## src/rtl/rms_pkg.sv

```systemverilog
package rms_pkg;
  typedef enum logic [1:0] {
    KIND_RANGE = 2'd0,
    KIND_ALL   = 2'd1,
    KIND_SYNC  = 2'd2
  } cmd_kind_e;

  typedef enum logic [1:0] {
    ST_IDLE  = 2'd0,
    ST_RANGE = 2'd1,
    ST_ALL   = 2'd2,
    ST_SYNC  = 2'd3
  } split_state_e;
endpackage

```

## src/rtl/rms_align.sv

```systemverilog
// Rounds the start down to a line, measures the span and flags wrap-around.
module rms_align #(
  parameter int ADDR_W     = 32,
  parameter int LINE_BYTES = 64
) (
  input  logic [ADDR_W-1:0] start_i,
  input  logic [ADDR_W-1:0] end_i,
  output logic [ADDR_W-1:0] astart_o,
  output logic [ADDR_W-1:0] asize_o,
  output logic              whole_o
);
  localparam logic [ADDR_W-1:0] LOW_MASK  = ADDR_W'(LINE_BYTES - 1);
  localparam logic [ADDR_W-1:0] LINE_MASK = ~LOW_MASK; // equals -LINE_BYTES

  logic [ADDR_W-1:0] span;

  always_comb begin
    astart_o = start_i & LINE_MASK;
    span     = end_i - astart_o;
    whole_o  = (span >= LINE_MASK);
    asize_o  = (span + LOW_MASK) & LINE_MASK;
  end
endmodule

```

## src/rtl/rms_chunk.sv

```systemverilog
// Picks the next chunk from the remaining length.
module rms_chunk #(
  parameter int ADDR_W    = 32,
  parameter int MAX_CHUNK = 4194240
) (
  input  logic [ADDR_W-1:0] rem_i,
  output logic [ADDR_W-1:0] chunk_o,
  output logic              last_o
);
  localparam logic [ADDR_W-1:0] MAXC = ADDR_W'(MAX_CHUNK);

  always_comb begin
    last_o  = (rem_i <= MAXC);
    chunk_o = last_o ? rem_i : MAXC;
  end
endmodule

```

## src/rtl/range_maint_splitter.sv

```systemverilog
module range_maint_splitter #(
  parameter int ADDR_W      = 32,
  parameter int OP_W        = 4,
  parameter int LINE_BYTES  = 64,
  parameter int CHUNK_LIMIT = 4194304
) (
  input  logic              clk,
  input  logic              rst_n,
  input  logic              req_valid,
  output logic              req_ready,
  input  logic [OP_W-1:0]   req_op,
  input  logic [ADDR_W-1:0] req_start,
  input  logic [ADDR_W-1:0] req_end,
  output logic              cmd_valid,
  input  logic              cmd_ready,
  output logic [1:0]        cmd_kind,
  output logic [OP_W-1:0]   cmd_op,
  output logic [ADDR_W-1:0] cmd_start,
  output logic [ADDR_W-1:0] cmd_size,
  output logic              busy
);
  import rms_pkg::*;

  localparam int MAX_CHUNK = CHUNK_LIMIT - LINE_BYTES;
  localparam int LINE_LOG  = $clog2(LINE_BYTES);
  localparam logic [ADDR_W-1:0] MAXC = ADDR_W'(MAX_CHUNK);

  // reset: asserted asynchronously, released on a clock edge
  logic [1:0] rst_sync;
  logic       rst_ok;

  always_ff @(posedge clk or negedge rst_n) begin
    if (!rst_n) rst_sync <= 2'b00;
    else        rst_sync <= {rst_sync[0], 1'b1};
  end
  assign rst_ok = rst_sync[1];

  // datapath helpers
  logic [ADDR_W-1:0] al_start, al_size, chunk;
  logic              al_whole, chunk_last;

  rms_align #(.ADDR_W(ADDR_W), .LINE_BYTES(LINE_BYTES)) u_align (
    .start_i (req_start),
    .end_i   (req_end),
    .astart_o(al_start),
    .asize_o (al_size),
    .whole_o (al_whole)
  );

  split_state_e      st_q, st_d;
  logic [OP_W-1:0]   op_q, op_d;
  logic [ADDR_W-1:0] cur_q, cur_d, rem_q, rem_d;

  rms_chunk #(.ADDR_W(ADDR_W), .MAX_CHUNK(MAX_CHUNK)) u_chunk (
    .rem_i  (rem_q),
    .chunk_o(chunk),
    .last_o (chunk_last)
  );

  logic accept, fire, upd_en;

  assign req_ready = (st_q == ST_IDLE);
  assign busy      = (st_q != ST_IDLE);
  assign cmd_valid = busy;
  assign accept    = req_valid && req_ready;
  assign fire      = cmd_valid && cmd_ready;
  assign upd_en    = accept || fire;

  // next state
  always_comb begin
    st_d  = st_q;
    op_d  = op_q;
    cur_d = cur_q;
    rem_d = rem_q;
    unique case (st_q)
      ST_IDLE: begin
        if (accept) begin
          op_d  = req_op;
          cur_d = al_start;
          rem_d = al_size;
          if (al_whole)           st_d = ST_ALL;
          else if (al_size == '0) st_d = ST_SYNC;
          else                    st_d = ST_RANGE;
        end
      end
      ST_RANGE: begin
        if (fire) begin
          cur_d = cur_q + chunk;
          rem_d = rem_q - chunk;
          if (chunk_last) st_d = ST_SYNC;
        end
      end
      ST_ALL:  if (fire) st_d = ST_SYNC;
      ST_SYNC: if (fire) st_d = ST_IDLE;
      default: st_d = ST_IDLE;
    endcase
  end

  // registers
  always_ff @(posedge clk or negedge rst_ok) begin
    if (!rst_ok) begin
      st_q  <= ST_IDLE;
      op_q  <= '0;
      cur_q <= '0;
      rem_q <= '0;
    end else if (upd_en) begin
      st_q  <= st_d;
      op_q  <= op_d;
      cur_q <= cur_d;
      rem_q <= rem_d;
    end
  end

  // command outputs
  always_comb begin
    cmd_kind  = KIND_SYNC;
    cmd_op    = '0;
    cmd_start = '0;
    cmd_size  = '0;
    unique case (st_q)
      ST_RANGE: begin
        cmd_kind  = KIND_RANGE;
        cmd_op    = op_q;
        cmd_start = cur_q;
        cmd_size  = chunk;
      end
      ST_ALL: begin
        cmd_kind = KIND_ALL;
        cmd_op   = op_q;
      end
      default: ;
    endcase
  end

  // assertions
  a_r9_hold_on_stall: assert property (@(posedge clk) disable iff (!rst_ok)
    (cmd_valid && !cmd_ready) |=> (cmd_valid && $stable(cmd_kind) && $stable(cmd_op)
                                   && $stable(cmd_start) && $stable(cmd_size)));

  a_r5_chunk_bounds: assert property (@(posedge clk) disable iff (!rst_ok)
    (cmd_valid && cmd_kind == KIND_RANGE) |->
      (cmd_size != '0 && cmd_size <= MAXC && cmd_size[LINE_LOG-1:0] == '0));

  a_r3_start_aligned: assert property (@(posedge clk) disable iff (!rst_ok)
    (cmd_valid && cmd_kind == KIND_RANGE) |-> (cmd_start[LINE_LOG-1:0] == '0));

  a_r2_busy_after_accept: assert property (@(posedge clk) disable iff (!rst_ok)
    (req_valid && req_ready) |=> (busy && !req_ready));

  a_r7_idle_after_sync: assert property (@(posedge clk) disable iff (!rst_ok)
    (cmd_valid && cmd_ready && cmd_kind == KIND_SYNC) |=> (req_ready && !cmd_valid));
endmodule

```

## config.mk

```make
export PLATFORM = sky130hd
export DESIGN_NAME = range_maint_splitter
export DESIGN_NICKNAME = d
export VERILOG_FILES = /design/src/rtl/rms_pkg.sv /design/src/rtl/rms_align.sv /design/src/rtl/rms_chunk.sv /design/src/rtl/range_maint_splitter.sv
export SDC_FILE = /design/constraint.sdc
export NUM_CORES = 1
export LEC_CHECK = 0
export ABC_CLOCK_PERIOD_IN_PS = 3200
export BUFFER_PORTS_ARGS = -buffer_cell sky130_fd_sc_hd__buf_2
export CORE_ASPECT_RATIO = 2
export CORE_MARGIN = 3
export CORE_UTILIZATION = 53
export CTS_BUF_LIST = sky130_fd_sc_hd__clkbuf_2
export DETAILED_ROUTE_END_ITERATION = 8
export PLACE_DENSITY = 0.79
export SLEW_MARGIN = 40
export SYNTH_ARGS = -nofsm -noshare
export SYNTH_HDL_FRONTEND = slang
export SYNTH_SLANG_ARGS = --single-unit
```

## constraint.sdc

```tcl
create_clock -name clk -period 3.2 [get_ports clk]
set_input_delay 0.8 -clock clk [delete_from_list [all_inputs] [get_ports clk]]
set_output_delay 0.8 -clock clk [all_outputs]
set_load 0.05 [all_outputs]
```

==> out/qor_table.md <==
| Result | This run | Unit |
| --- | --- | --- |
| Number of buffers inserted during clock tree synthesis | 9 | - |
| Hold Crit Class | flip-flop to async pin | - |
| Most common cell on crit path | sky130_fd_sc_hd__a31oi_1 | - |
| Number of distinct library cell variants in the gate-level netlist after synthesis | 87 | - |
| Number of hold-slack violations in the final timing report | 0 | - |
| Top cell family by delay on the critical path | simple AND/OR/NAND/NOR gates | - |
| Chip Height | 181 | um |
| Minimum setup slack after placement | -1.38 | ns |
| Fillers | 965 | - |
| Register bit total from synthesis | 72 | - |
| Synthesized instance count | 1037 | - |
| Most common cell after layout, fill and taps aside | sky130_fd_sc_hd__buf_4 | - |
| Final critical-path setup slack | -1.34 | ns |
| Critical path start-end classification | flip-flop to flip-flop | - |
| Netlist area before placement | 8150 | um^2 |
| Number of sinks handled by clock tree synthesis | 72 | - |
| Clk Latency, worst-skew pair | 0.64 | ns |
| Final RePlAce weighted congestion | 0.989 | - |
| I/O pin cnt | 145 | - |
| Wire length of the first global-routing pass | 50300 | um |
| Leakage power of the design | 5.98 | nW |
| Share of post-route cells with drive strength above 1 | 41.7 | % |
| Post-route clock skew | 0.0489 | ns |
| Finish-stage setup viols | 66 | - |
| Kind of end point of the critical path | flip-flop | - |
| Ys Warns | 0 | - |
| Run status | finished, violations left | - |
| Worst Hold Slack | 0.355 | ns |
| WP buf/inv | 2 | - |
| Total number of placement rows | 63 | - |
| H-tree lvl count | 3 | - |
| CTS tree | done | - |
| Number of routed nets with antenna violations | 0 | - |
| Sequential element share of the synthesized area | 22.1 | % |
| Shortest clock period the worst path allows after layout | 4.54 | ns |
| Net count reported at finish | 1590 | - |
| Cell area after layout | 12300 | um^2 |
| Layout overhead on the synthesized area | 51.5 | % |
| Top cell type's share of synthesized area | 22.1 | % |
| Synth async-reset ratio | 100 | % |
| WL final | 34200 | um |
| Launching element type of the critical path | flip-flop | - |
| Cell type with the highest aggregate area in the netlist | sky130_fd_sc_hd__dfrtp_1 | - |
| Remaining max-slew budget at the tightest pin | 52.2 | % |
| Vias per cell | 6.29 | - |
| Share of the cycle needed by the critical path after routing | 142 | % |
| Required time at the endpoint of the critical path | 3.74 | ns |
| Detailed Route Iter0 Violations | 935 | - |
| Port buffer count | 128 | - |
| Post-CTS clock slew at the launch and capture registers of the worst setup and hold paths | 0.27 | ns |
| Final max-slew violation count | 0 | - |
| Floorplan die width | 93.7 | um |
| Max Cap Violations | 0 | - |
| Initial antenna violation count | 1 | - |
| Area inside the core boundary | 15000 | um^2 |
| Setup repair after global routing missed its margin | true | - |
| Cells taking the most area after synthesis | sky130_fd_sc_hd__dfrtp_1 22%, sky130_fd_sc_hd__ha_1 9.5%, sky130_fd_sc_hd__a21oi_1 5.9% | - |
| Standard cell area after detailed placement | 11300 | um^2 |
| Maximum number of pins on one net before global-route repair | 98 | - |
| Worst endpoint data arrival time | 5.08 | ns |
| Vias | 10418 | - |
| Max clock buf depth | 2 | - |
| Total overflow reported by the global router | 0 | - |
| Total GRT Usage | 37.6 | % |
| Highest net fanout along the worst path | 8 | - |
| DR pass1 iterations | 9 | - |
| Violated checks | DRC, setup timing | - |
| EDFF count, synth | 0 | - |
| Critical path cell sequence | or3_4 -> or2_4 -> or4_4 -> nor4_4 -> o21a_4 -> and2_4 -> ha_4 -> inv_2 -> fa_2 -> nor2b_2 -> o21a_1 -> o21ai_2 -> a211oi_2 -> buf_4 -> o211ai_1 -> o221ai_2 -> a31oi_1 -> xnor2_1 -> nand2_1 -> a31oi_1 | - |
| Power Total | 10.1 | mW |
| Post-synthesis area per instance | 7.85 | um^2 |
| Post-synth top flop | sky130_fd_sc_hd__dfrtp_1 | - |
| Highest clock frequency the design can meet | 220 | MHz |
| Initial Utilization | 54.4 | % |
| Per-cell routed wire length | 20.6 | um |
| Via count of the first global-routing pass | 10355 | - |
| DP HPWL | 24600 | um |
| Maximum vdd drop | 0.445 | mV |
| Cell with the biggest individual delay on the critical path | sky130_fd_sc_hd__or4_4 | - |
| Transition time of the tightest slew-check pin | 0.717 | ns |
| Clock root buffer | sky130_fd_sc_hd__clkbuf_2 | - |
| Largest incremental delay on the critical path | 0.44 | ns |
| Most used cells in the layout excluding fill and tap cells | 290 x sky130_fd_sc_hd__buf_4, 108 x sky130_fd_sc_hd__buf_2, 79 x sky130_fd_sc_hd__a21oi_1 | - |
| # DRC | 5 | - |
| Area of the die | 17000 | um^2 |
| Total power per unit cell area | 815 | nW/um^2 |
stage by stage:
step                      std cells  setup TNS [ns]  util, %
after detailed placement       1604          -47.97     75.4
after global placement         1604          -43.43     75.4
after CTS                      1635          -42.67     79.2
after global routing           1655          -61.55     82.4
after floorplan                1056          -39.74        -
final                          1655          -49.24     82.4
repair_timing:
| action | 4_1_cts | 5_1_grt |
|---|---|---|
| setup buffers | 15 | 22 |
| gates cloned | 0 | 1 |
| hold buffers | 1 | 0 |
| resized for setup | 69 | 81 |
| setup endpoints to repair | 61 | 68 |
| pin swaps | 40 | 39 |
| endpoints found under the hold margin | 2 | 0 |
where the power goes:
part / total [mW] / internal (mW) / switching (mW)
Clock: 0.815 / 0.423 / 0.392
Sequential: 1.62 / 1.29 / 0.330
Combinational: 7.62 / 3.19 / 4.43
cells in the mapped netlist, drive strengths merged (12+ instances only):
cell,instances
ha,62
nand4,18
a211oi,13
and3,22
xor2,28
inv,54
nand2,78
clkbuf,32
and2,65
nor2,59
or3,14
o21a,15
nand3,20
nand2b,21
xnor2,34
nor3,20
o21ai,80
mux2i,12
a31oi,14
a21oi,98
dfrtp,72
a21o,33
buf,19
layout make-up:
cell class	count	area, um^2	share of cell area, %
well taps	195	244	1.98
flip-flops and latches	72	1800	14.6
multi-input cells	879	6660	53.9
inverters	54	215	1.74
diodes	1	2.50	0.0203
repair buffers	438	3230	26.2
clock buffers	11	55.1	0.446
clock inverters	5	129	1.04
state kept, by name (all words and copies together) (netlist names):
name,cells
rst_sync,2
cur_q,32
rem_q,32
st_q,2
op_q,4
metal layers:
metal	vias to the layer above	routed length, um	GRT usage [%]	share of wire (%)
met5	-	0	0	0
met4	0	3370	27.0	9.9
met3	250	2370	4.33	6.9
met2	617	17500	69.7	51
met1	4926	10900	37.0	32
li1	4625	-	-	-
path summary, 6_finish.rpt:
kind	startpoint	to	slack (ns)	depth (start not counted)
worst max-delay path	rem_q[24]$_DFFE_PN0P_	cur_q[24]$_DFFE_PN0P_	-1.34	20
worst min-delay path	rst_sync[1]$_DFF_PN0_	cur_q[4]$_DFFE_PN0P_	0.36	1
worst max register to register	rem_q[24]$_DFFE_PN0P_	cur_q[24]$_DFFE_PN0P_	-1.34	20
worst min register to register	rst_sync[1]$_DFF_PN0_	cur_q[4]$_DFFE_PN0P_	0.36	1
max in group asynchronous	rst_sync[1]$_DFF_PN0_	cur_q[17]$_DFFE_PN0P_	2.28	1
min in group clk	rst_sync[0]$_DFF_PN0_	rst_sync[1]$_DFF_PN0_	0.39	0
cells by family after synthesis:
family / count (synthesis) / synth area share [%]
mux: 16 / 2.03
fa+ha+maj: 64 / 10.0
other cells: 2 / 0.0922
buf+inv: 105 / 5.41
xor+xnor: 62 / 6.76
simple gates: 356 / 24.1
flops: 72 / 22.1
compound gates: 360 / 29.5
Note: power is estimated with default switching activity, not from simulation.
